## config.mk

```make
export PLATFORM = sky130hd
export DESIGN_NAME = rtc_snap_seq
export DESIGN_NICKNAME = d
export VERILOG_FILES = /design/src/rtl/rtc_seq_pkg.sv /design/src/rtl/rtc_wait_timer.sv /design/src/rtl/rtc_bcd_pack.sv /design/src/rtl/rtc_field_decode.sv /design/src/rtl/rtc_snap_seq.sv
export SDC_FILE = /design/constraint.sdc
export NUM_CORES = 1
export LEC_CHECK = 0
export ABC_CLOCK_PERIOD_IN_PS = 3100
export BUFFER_PORTS_ARGS = -buffer_cell sky130_fd_sc_hd__clkbuf_2
export CAP_MARGIN = 10
export CORE_UTILIZATION = 40
export CTS_CLUSTER_SIZE = 10
export DETAILED_ROUTE_END_ITERATION = 8
export GPL_TIMING_DRIVEN = 0
export SLEW_MARGIN = 20
export SYNTH_ARGS = -nofsm -noshare
export SYNTH_HDL_FRONTEND = slang
export SYNTH_SLANG_ARGS = --single-unit
```

## constraint.sdc

```tcl
create_clock -name clk -period 3.1 [get_ports clk]
set_input_delay 0.31 -clock clk [delete_from_list [all_inputs] [get_ports clk]]
set_output_delay 0.31 -clock clk [all_outputs]
set_load 0.02 [all_outputs]
```

## src/rtl/rtc_seq_pkg.sv

```systemverilog
package rtc_seq_pkg;
  localparam int NFIELD = 6;
  localparam int NREG   = 2 * NFIELD + 1;
  localparam int FW     = 7;
  localparam int WW     = 3;

  typedef enum logic [3:0] {
    ST_IDLE,
    ST_INIT_CHK,
    ST_INIT_TINT,
    ST_INIT_ADJ,
    ST_INIT_POLL,
    ST_INIT_WAIT,
    ST_INIT_BASE,
    ST_SYNC_WR,
    ST_SYNC_RD,
    ST_SYNC_WAIT,
    ST_XFER,
    ST_FINISH
  } seq_state_t;
endpackage

```

## src/rtl/rtc_wait_timer.sv

```systemverilog
module rtc_wait_timer #(
  parameter int CYCLES = 8
) (
  input  logic clk,
  input  logic rst,
  input  logic start,
  output logic expired
);
  localparam int CNTW = $clog2(CYCLES + 1);

  logic            run;
  logic [CNTW-1:0] cnt;

  always_ff @(posedge clk) begin
    if (rst) begin
      run     <= 1'b0;
      cnt     <= '0;
      expired <= 1'b0;
    end else begin
      expired <= 1'b0;
      if (start) begin
        run <= 1'b1;
        cnt <= '0;
      end else if (run) begin
        if (cnt == CNTW'(CYCLES - 1)) begin
          run     <= 1'b0;
          expired <= 1'b1;
        end else begin
          cnt <= cnt + 1'b1;
        end
      end
    end
  end
endmodule

```

## src/rtl/rtc_bcd_pack.sv

```systemverilog
module rtc_bcd_pack
  import rtc_seq_pkg::*;
(
  input  logic [NFIELD*FW-1:0] bin,
  input  logic [WW-1:0]        wday,
  output logic [NREG*4-1:0]    nib
);
  for (genvar g = 0; g < NFIELD; g++) begin : g_fld
    logic [FW-1:0] red;
    assign red = bin[g*FW +: FW] % FW'(100);
    assign nib[(2*g)*4 +: 4]   = 4'(red % FW'(10));
    assign nib[(2*g+1)*4 +: 4] = 4'(red / FW'(10));
  end
  assign nib[NREG*4-1 -: 4] = {{(4-WW){1'b0}}, wday};
endmodule

```

## src/rtl/rtc_field_decode.sv

```systemverilog
module rtc_field_decode
  import rtc_seq_pkg::*;
(
  input  logic [NREG*4-1:0]    nib,
  output logic [NFIELD*FW-1:0] bin,
  output logic [3:0]           wday
);
  for (genvar g = 0; g < NFIELD; g++) begin : g_fld
    assign bin[g*FW +: FW] = FW'(nib[(2*g+1)*4 +: 4]) * FW'(10) + FW'(nib[(2*g)*4 +: 4]);
  end
  assign wday = nib[NREG*4-1 -: 4];
endmodule

```

## src/rtl/rtc_snap_seq.sv

```systemverilog
module rtc_snap_seq
  import rtc_seq_pkg::*;
#(
  parameter int         WAIT_CYCLES = 8,
  parameter int         SYNC_TRIES  = 10,
  parameter int         INIT_POLLS  = 1000,
  parameter logic [3:0] ADDR_SEC    = 4'd0,
  parameter logic [3:0] ADDR_MIN    = 4'd2,
  parameter logic [3:0] ADDR_HOUR   = 4'd4,
  parameter logic [3:0] ADDR_DAY    = 4'd6,
  parameter logic [3:0] ADDR_MON    = 4'd8,
  parameter logic [3:0] ADDR_YEAR   = 4'd10,
  parameter logic [3:0] ADDR_WDAY   = 4'd12,
  parameter logic [3:0] ADDR_TINT   = 4'd14,
  parameter logic [3:0] ADDR_CTRL   = 4'd15,
  parameter logic [3:0] CTRL_BASE   = 4'b0100,
  parameter int         ADJ_BIT     = 0,
  parameter int         BSY_BIT     = 1,
  parameter int         XSTP_BIT    = 3
) (
  input  logic          clk,
  input  logic          rst,
  input  logic          init_req,
  input  logic          get_req,
  input  logic          set_req,
  input  logic [FW-1:0] set_sec,
  input  logic [FW-1:0] set_min,
  input  logic [FW-1:0] set_hour,
  input  logic [FW-1:0] set_day,
  input  logic [FW-1:0] set_mon,
  input  logic [FW-1:0] set_year,
  input  logic [WW-1:0] set_wday,
  output logic [FW-1:0] get_sec,
  output logic [FW-1:0] get_min,
  output logic [FW-1:0] get_hour,
  output logic [FW-1:0] get_day,
  output logic [FW-1:0] get_mon,
  output logic [FW-1:0] get_year,
  output logic [3:0]    get_wday,
  output logic          time_valid,
  output logic          err,
  output logic          done,
  output logic          chip_ce,
  output logic          bus_req,
  output logic          bus_we,
  output logic [3:0]    bus_addr,
  output logic [3:0]    bus_wdata,
  input  logic          bus_ack,
  input  logic [3:0]    bus_rdata
);
  localparam int MAXT = (INIT_POLLS > SYNC_TRIES) ? INIT_POLLS : SYNC_TRIES;
  localparam int CW   = $clog2(MAXT + 1);
  localparam int IW   = $clog2(NREG);
  localparam logic [3:0] CTRL_ADJ = CTRL_BASE | (4'b0001 << ADJ_BIT);

  seq_state_t  state;
  logic [CW-1:0] tries;
  logic [IW-1:0] idx;
  logic          is_set;
  logic          xfer_ok;
  logic          tmr_start;
  logic          tmr_done;
  logic [3:0]    nib [NREG];

  logic [NREG*4-1:0]    pk_nib;
  logic [NREG*4-1:0]    nib_flat;
  logic [NFIELD*FW-1:0] dec_bin;
  logic [3:0]           dec_wday;

  rtc_bcd_pack u_pack (
    .bin  ({set_year, set_mon, set_day, set_hour, set_min, set_sec}),
    .wday (set_wday),
    .nib  (pk_nib)
  );

  for (genvar i = 0; i < NREG; i++) begin : g_flat
    assign nib_flat[i*4 +: 4] = nib[i];
  end

  rtc_field_decode u_dec (
    .nib  (nib_flat),
    .bin  (dec_bin),
    .wday (dec_wday)
  );

  rtc_wait_timer #(.CYCLES(WAIT_CYCLES)) u_tmr (
    .clk     (clk),
    .rst     (rst),
    .start   (tmr_start),
    .expired (tmr_done)
  );

  // Address of the register moved in transfer step idx
  logic [3:0] xfer_addr;
  always_comb begin
    logic [3:0] base;
    case (idx[IW-1:1])
      3'd0:    base = ADDR_SEC;
      3'd1:    base = ADDR_MIN;
      3'd2:    base = ADDR_HOUR;
      3'd3:    base = ADDR_DAY;
      3'd4:    base = ADDR_MON;
      default: base = ADDR_YEAR;
    endcase
    if (idx == IW'(NREG - 1)) xfer_addr = ADDR_WDAY;
    else                      xfer_addr = base + {3'b000, idx[0]};
  end

  // Access requested by the current state
  logic       bus_state;
  logic       op_we;
  logic [3:0] op_addr;
  logic [3:0] op_wdata;
  always_comb begin
    bus_state = 1'b1;
    op_we     = 1'b0;
    op_addr   = ADDR_CTRL;
    op_wdata  = CTRL_BASE;
    case (state)
      ST_INIT_CHK, ST_INIT_POLL, ST_SYNC_RD: op_we = 1'b0;
      ST_INIT_TINT: begin
        op_we    = 1'b1;
        op_addr  = ADDR_TINT;
        op_wdata = 4'h0;
      end
      ST_INIT_ADJ: begin
        op_we    = 1'b1;
        op_wdata = CTRL_ADJ;
      end
      ST_INIT_BASE, ST_SYNC_WR: op_we = 1'b1;
      ST_XFER: begin
        op_we    = is_set;
        op_addr  = xfer_addr;
        op_wdata = nib[idx];
      end
      default: bus_state = 1'b0;
    endcase
  end

  logic acked;
  assign acked = bus_req && bus_ack;

  always_ff @(posedge clk) begin
    if (rst) begin
      state      <= ST_IDLE;
      tries      <= '0;
      idx        <= '0;
      is_set     <= 1'b0;
      xfer_ok    <= 1'b0;
      tmr_start  <= 1'b0;
      time_valid <= 1'b0;
      err        <= 1'b0;
      done       <= 1'b0;
      chip_ce    <= 1'b0;
      bus_req    <= 1'b0;
      bus_we     <= 1'b0;
      bus_addr   <= '0;
      bus_wdata  <= '0;
      get_sec    <= '0;
      get_min    <= '0;
      get_hour   <= '0;
      get_day    <= '0;
      get_mon    <= '0;
      get_year   <= '0;
      get_wday   <= '0;
      for (int i = 0; i < NREG; i++) nib[i] <= '0;
    end else begin
      done      <= 1'b0;
      tmr_start <= 1'b0;

      if (bus_state && !bus_req) begin
        bus_req   <= 1'b1;
        bus_we    <= op_we;
        bus_addr  <= op_addr;
        bus_wdata <= op_wdata;
      end
      if (acked) bus_req <= 1'b0;

      case (state)
        ST_IDLE: begin
          tries   <= '0;
          xfer_ok <= 1'b0;
          if (init_req) begin
            err     <= 1'b0;
            is_set  <= 1'b0;
            chip_ce <= 1'b1;
            state   <= ST_INIT_CHK;
          end else if (set_req) begin
            err    <= 1'b0;
            is_set <= 1'b1;
            for (int i = 0; i < NREG; i++) nib[i] <= pk_nib[i*4 +: 4];
            chip_ce <= 1'b1;
            state   <= ST_SYNC_WR;
          end else if (get_req) begin
            err    <= 1'b0;
            is_set <= 1'b0;
            if (time_valid) begin
              chip_ce <= 1'b1;
              state   <= ST_SYNC_WR;
            end else begin
              state <= ST_FINISH;
            end
          end
        end
        ST_INIT_CHK: if (acked) begin
          if (!bus_rdata[XSTP_BIT]) begin
            time_valid <= 1'b1;
            state      <= ST_FINISH;
          end else begin
            time_valid <= 1'b0;
            state      <= ST_INIT_TINT;
          end
        end
        ST_INIT_TINT: if (acked) state <= ST_INIT_ADJ;
        ST_INIT_ADJ:  if (acked) state <= ST_INIT_POLL;
        ST_INIT_POLL: if (acked) begin
          if (bus_rdata[BSY_BIT]) begin
            if (tries == CW'(INIT_POLLS - 1)) begin
              err   <= 1'b1;
              state <= ST_FINISH;
            end else begin
              tries     <= tries + 1'b1;
              tmr_start <= 1'b1;
              state     <= ST_INIT_WAIT;
            end
          end else begin
            state <= ST_INIT_BASE;
          end
        end
        ST_INIT_WAIT: if (tmr_done) state <= ST_INIT_POLL;
        ST_INIT_BASE: if (acked) state <= ST_FINISH;
        ST_SYNC_WR:   if (acked) state <= ST_SYNC_RD;
        ST_SYNC_RD: if (acked) begin
          if (bus_rdata[BSY_BIT]) begin
            if (tries == CW'(SYNC_TRIES - 1)) begin
              err   <= 1'b1;
              state <= ST_FINISH;
            end else begin
              tries     <= tries + 1'b1;
              chip_ce   <= 1'b0;
              tmr_start <= 1'b1;
              state     <= ST_SYNC_WAIT;
            end
          end else begin
            idx   <= '0;
            state <= ST_XFER;
          end
        end
        ST_SYNC_WAIT: if (tmr_done) begin
          chip_ce <= 1'b1;
          state   <= ST_SYNC_WR;
        end
        ST_XFER: if (acked) begin
          if (!is_set) nib[idx] <= bus_rdata;
          if (idx == IW'(NREG - 1)) begin
            xfer_ok <= 1'b1;
            state   <= ST_FINISH;
          end else begin
            idx <= idx + 1'b1;
          end
        end
        ST_FINISH: begin
          chip_ce <= 1'b0;
          done    <= 1'b1;
          if (xfer_ok) begin
            if (is_set) begin
              time_valid <= 1'b1;
            end else begin
              get_sec  <= dec_bin[0*FW +: FW];
              get_min  <= dec_bin[1*FW +: FW];
              get_hour <= dec_bin[2*FW +: FW];
              get_day  <= dec_bin[3*FW +: FW];
              get_mon  <= dec_bin[4*FW +: FW];
              get_year <= dec_bin[5*FW +: FW];
              get_wday <= dec_wday;
            end
          end
          state <= ST_IDLE;
        end
        default: state <= ST_IDLE;
      endcase
    end
  end
endmodule

```

* Word level (Yosys, flattened, before mapping)
Memories as Yosys holds them, arrays and structs flattened. A register that Yosys moved wholly into a read port is not among the register bits.
Index checks and enable logic that the tools add are counted.
** Operators by class
- Multiplexer cells :: 110
- Multiply operators :: 6
- Equality and inequality tests :: 42
- Bitwise operators :: 16
- Reduce and logical (&&, ||, !) cells :: 27
- $add $sub $neg :: 10
- Divide/modulo/power cells :: 18
** Operators by type and width (number)
- 2-to-1 mux 4 bit :: 41
- 2-to-1 mux 10 bit :: 6
- 2-to-1 mux 1 bit :: 50
- case mux 4 bit (11 select lines) :: 1
- adder 7 x 4 -> 7 bit :: 6
- divider 7 x 4 -> 7 bit (second input constant) :: 6
- modulo 7 x 4 -> 7 bit (second input constant) :: 6
- modulo 7 x 7 -> 7 bit (second input constant) :: 6
- inequality test 2 bit (second input constant) :: 19
- multiplier 4 x 3 -> 6 bit (second input constant) :: 6
- case mux 10 bit (3 select lines) :: 1
- == test 4 x 3 -> 1 bit (second input constant) :: 5
- == test 4 bit (second input constant) :: 5
- case mux 4 bit (5 select lines) :: 1
- case mux 4 bit (2 select lines) :: 2
- AND reduction 7 bit :: 2
- bitwise OR 1 bit :: 13
- case mux 4 bit (3 select lines) :: 1
- AND reduction 12 bit :: 1
- adder 10 x 1 -> 10 bit (second input constant) :: 1
- == test 10 bit (second input constant) :: 1
- == test 10 x 4 -> 1 bit (second input constant) :: 1
- adder 4 x 1 -> 4 bit (second input constant) :: 2
- == test 4 x 2 -> 1 bit (second input constant) :: 2
- 28 further kinds :: 44
** Word-level totals
- Bits in registers :: 83
- Memories :: 1
- Bits of input ports :: 55
- Bits in writable memories :: 52
- Word-level logic and storage cells :: 253
- Output and inout bits :: 60
** Memory list
- nib :: depth 13, bits a word 4, read ports 14, clocked after Yosys merged registers in 2, write ports 13, RTL line rtc_snap_seq.sv:63 : logic [3:0] nib [NREG];

* Depth between registers and ports, before layout
- Depth after elaboration :: 7
- Depth in mapped cells :: 15
- Depth with buffers taken out :: 13

* Cells and area by module
From an unflattened synthesis, not the netlist that was laid out.
** Unflattened totals
- Cells, all modules :: 1298
- Area total of the unflattened synthesis :: 11235.8 µm²
** By module, submodules not included
- rtc_snap_seq :: area each 7008.0 µm², seq. area each 3623.5 µm², times used 1, cells each 693
- rtc_bcd_pack :: area each 2572.5 µm², seq. area each 0.0 µm², times used 1, cells each 428
- rtc_field_decode :: area each 1396.3 µm², seq. area each 0.0 µm², times used 1, cells each 149
- rtc_wait_timer :: area each 259.0 µm², seq. area each 120.1 µm², times used 1, cells each 28

* Worst setup path before layout
No wires, ideal clock.
- Path kind :: input to register
- From :: in set_min[3]
- To :: mem nib[2][2], data pin
- Required time :: 2.844 ns
- Arrival :: 2.672 ns
- Slack :: 0.172 ns
- Buffers on the path :: 1
- Stages on the path :: 13
- Setup time :: 0.256 ns
- Path through :: inv_1 > ha_1 > or3b_1 > buf_2 > a211oi_2 > nor3_1 > a221o_1 > mux2i_1 > ha_1 > inv_1 > a21boi_2 > mux2i_1 > a22o_1
** RTL lines
- start, declared :: RTL line rtc_snap_seq.sv:27 : input logic [FW-1:0] set_min,
- end, declared :: RTL line rtc_snap_seq.sv:63

==> flow_summary.json <==
{
  "status": "completed",
  "dp_hpwl_mm": 24.4,
  "timing.rr.start": "state[2]",
  "synth-seq-cells": 155,
  "dp_cells": 1750,
  "critPathCaptureType": "flip-flop",
  "synth_edf_count": 64,
  "drcViolationCount": 0,
  "grt_pass1_wl_mm": 48.9,
  "layout-drive-gt1-share_pct": 13.9,
  "clk_latency_ns": 0.42,
  "r2r_end": "nib[11][2]",
  "cp.buffers_inverters": 4,
  "viasPerCell": 5.60,
  "synth_top_area_share_pct": 17.6,
  "max-vdd-ir-drop_mv": 0.335,
  "clock-sinks": 155,
  "fin_ws_ns": 0.215,
  "diodes": 0,
  "synth_flop_cell": "dfxtp_1",
  "setup_viol": 0,
  "holdBufCountCts": 0,
  "clk_pin_slew_ns": 0.06,
  "yosys-top-cells-area": "edfxtp_1, dfxtp_1, nand2_1",
  "cts_made_buffers": 17,
  "yosysTopAreaCell": "edfxtp_1",
  "cts_tree": "built",
  "p_leak_nw": 4.71,
  "nets": 1548,
  "syn_inst": 1302,
  "rsz0062_at_grt": "true",
  "initial_core_util_pct": 40.7,
  "grt_usage_pct": 22.1,
  "cts.htree.levels": 4,
  "cts_buffer_depth": 2,
  "crit_chain": "clkbuf_2, inv_1, ha_1, or3b_1, buf_2, a211oi_4, nor3_1, a221o_1, mux2i_1, ha_1, inv_1, a21boi_2, mux2i_1, a22o_1",
  "initialDrtViolationCount": 743,
  "port_buffers": 107,
  "synth.avg_cell_area_um2": 8.40,
  "drt_wl_total_mm": 31.1,
  "ff2ff_setup_slack_ns": 0.22,
  "layoutNonFillerInstCount": 1782,
  "finalMaxSlewViolations": 0,
  "relSlewSlack_pct": 37.8,
  "grt-ovfl-total": 0,
  "yosys.cell_count.top_type": "nand2_1",
  "critical_path.top_delay_family": "compound AO/OA/AOI/OAI gates",
  "crit_fanout": 10,
  "die_area_mm2": 0.0280,
  "num_rows": 60,
  "grt_pass1_vias": 9070,
  "rr_worst_depth": 7,
  "antenna_found_initial": 0,
  "pre_cts_slack_ns": -0.377,
  "die_x_um": 167,
  "ys_seq_area_share_pct": 34.2,
  "coreArea_mm2": 0.0269,
  "p_per_area_mw_per_mm2": 532,
  "synthTopCellsByCount": "nand2_1, nor2_1, a21oi_1",
  "holdCritStartpoint": "bus_rdata[1]",
  "die_height_um": 167,
  "num_vias": 9981,
  "synthArstFlopShare_pct": 0,
  "area_growth_pct": 14.4,
  "fmax_mhz": 347,
  "cp-start-kind": "primary input",
  "min_period_ns": 2.89,
  "startpoint": "set_min[3]",
  "wl_per_cell_um": 17.4,
  "yosysWarnings": 0,
  "ant_nets": 0,
  "fin_skew_ns": 0.0105,
  "whs_path_depth": 1,
  "synth.distinct_cells": 80,
  "netlist_area_mm2": 0.0109,
  "syn_nets": 1422,
  "cap_violations": 0,
  "place_congestion": 0.878,
  "worst_pin_slew_ns": 0.921,
  "arrival_ns": 3.06,
  "first_pass_iters": 5,
  "cts_root_buf": "clkbuf_16",
  "grt_start_max_net_pins": 17,
  "cp_slowest_cell": "a211oi_4",
  "hold_viol_final": 0,
  "holdPathEnd": "nib[13][1]",
  "ios": 115,
  "crit_path_max_incr_delay_ns": 0.42,
  "hold_class": "in -> reg",
  "cp.required_ns": 3.27,
  "post-route-period-util_pct": 93.1,
  "path_class": "in -> reg"
}
==> worst reg2reg max path: cells and delay by family (launching register included) <==
family	cells	cell delay, ns
AND/OR/NAND/NOR	4	1.23
flip-flops	1	0.29
AO/OA/AOI/OAI	1	0.60
buffers and inverters	2	0.39
==> cell type report <==
type	count	area, um2
Buffer	82	320
Clock buffer	17	425
Clock inverter	15	138
Fill cell	2727	14400
Inverter	52	195
Multi-Input combinational cell	1011	6710
Sequential cell	155	3740
Tap cell	341	427
Timing Repair Buffer	109	551
==> metrics by stage <==
stage	cell area (um2)	hold WS [ns]	util (%)	setup TNS (ns)	power (mW)
after floorplan	10900	0.400	-	0	4.04
after global placement	11900	0.431	44.3	-2.64	4.64
after detailed placement	11900	0.424	44.3	-3.22	4.65
after CTS	12500	0.189	46.4	0	6.66
after global routing	12500	0.200	46.6	-0.0385	7.02
final	12500	0.196	46.6	0	6.66
==> worst max path at each step <==
stage | to | slack (ns) | cells after the start
3_3_place_gp | nib[2][2] | -0.33 | 14
4_1_cts | nib[0][3] | 0.01 | 9
2_1_floorplan | nib[2][2] | 0.17 | 13
5_1_grt | get_mon[1] | -0.02 | 9
6_report | nib[2][2] | 0.21 | 14
3_5_place_dp | nib[2][2] | -0.38 | 14
==> per-layer routing <==
metal	part of all wire [%]	routed length, um	track usage (%)
met3	4.4	1370	2.62
met2	45	14100	34.3
met4	1.3	411	6.10
met5	0	0	0
met1	49	15200	32.2
==> where the power goes <==
part | internal [mW] | switching [mW]
Clock | 1.12 | 0.891
Combinational | 0.828 | 1.29
Sequential | 2.33 | 0.199
Total | 4.28 | 2.38
==> flip-flops by register name, summed over array words and instances (netlist names), 4 cells and up, named ones only <==
| register | flops |
|---|---|
| get_hour | 7 |
| get_mon | 7 |
| get_min | 7 |
| bus_wdata | 4 |
| get_day | 7 |
| idx | 4 |
| get_sec | 7 |
| bus_addr | 4 |
| tries | 10 |
| get_wday | 4 |
| get_year | 7 |
| nib | 64 |
| u_tmr.cnt | 4 |
| state | 4 |
==> cell usage in the layout (no fill, tap or decap), types with 9 or more instances in the layout <==
master,n
dfxtp_1,91
ha_1,53
o31ai_1,11
a21oi_1,112
inv_1,51
a31oi_1,15
nor2_1,119
clkbuf_2,110
and2_1,11
a22o_1,18
a211oi_1,31
xnor2_1,44
or2_2,9
nand3_1,26
edfxtp_1,64
xor2_1,12
clkbuf_1,64
mux4_2,20
clkbuf_16,17
nor3_1,29
nand2b_1,42
nand2_1,182
fa_1,12
nor2b_1,19
o22ai_1,12
o21ai_0,79
mux2i_1,13
==> cells by family (layout without fill, tap and decap cells) <==
| kind of cell | count (synthesis) | in the layout | synth area share (%) |
|---|---|---|---|
| buffers and inverters | 136 | 275 | 4.76 |
| AO/OA/AOI/OAI | 358 | 358 | 21.3 |
| multiplexers | 34 | 34 | 5.41 |
| XOR/XNOR | 56 | 56 | 4.49 |
| AND/OR/NAND/NOR | 496 | 496 | 21.4 |
| flip-flops | 155 | 155 | 34.2 |
| adder cells (fa/ha/maj) | 67 | 67 | 8.44 |
==> repair_timing <==
action	in CTS	in global routing
buffers inserted	0	2
gates resized for setup	0	15
endpoints found under the hold margin	0	0
endpoints found under the setup margin	0	46
(Power assumes the default switching activity.)
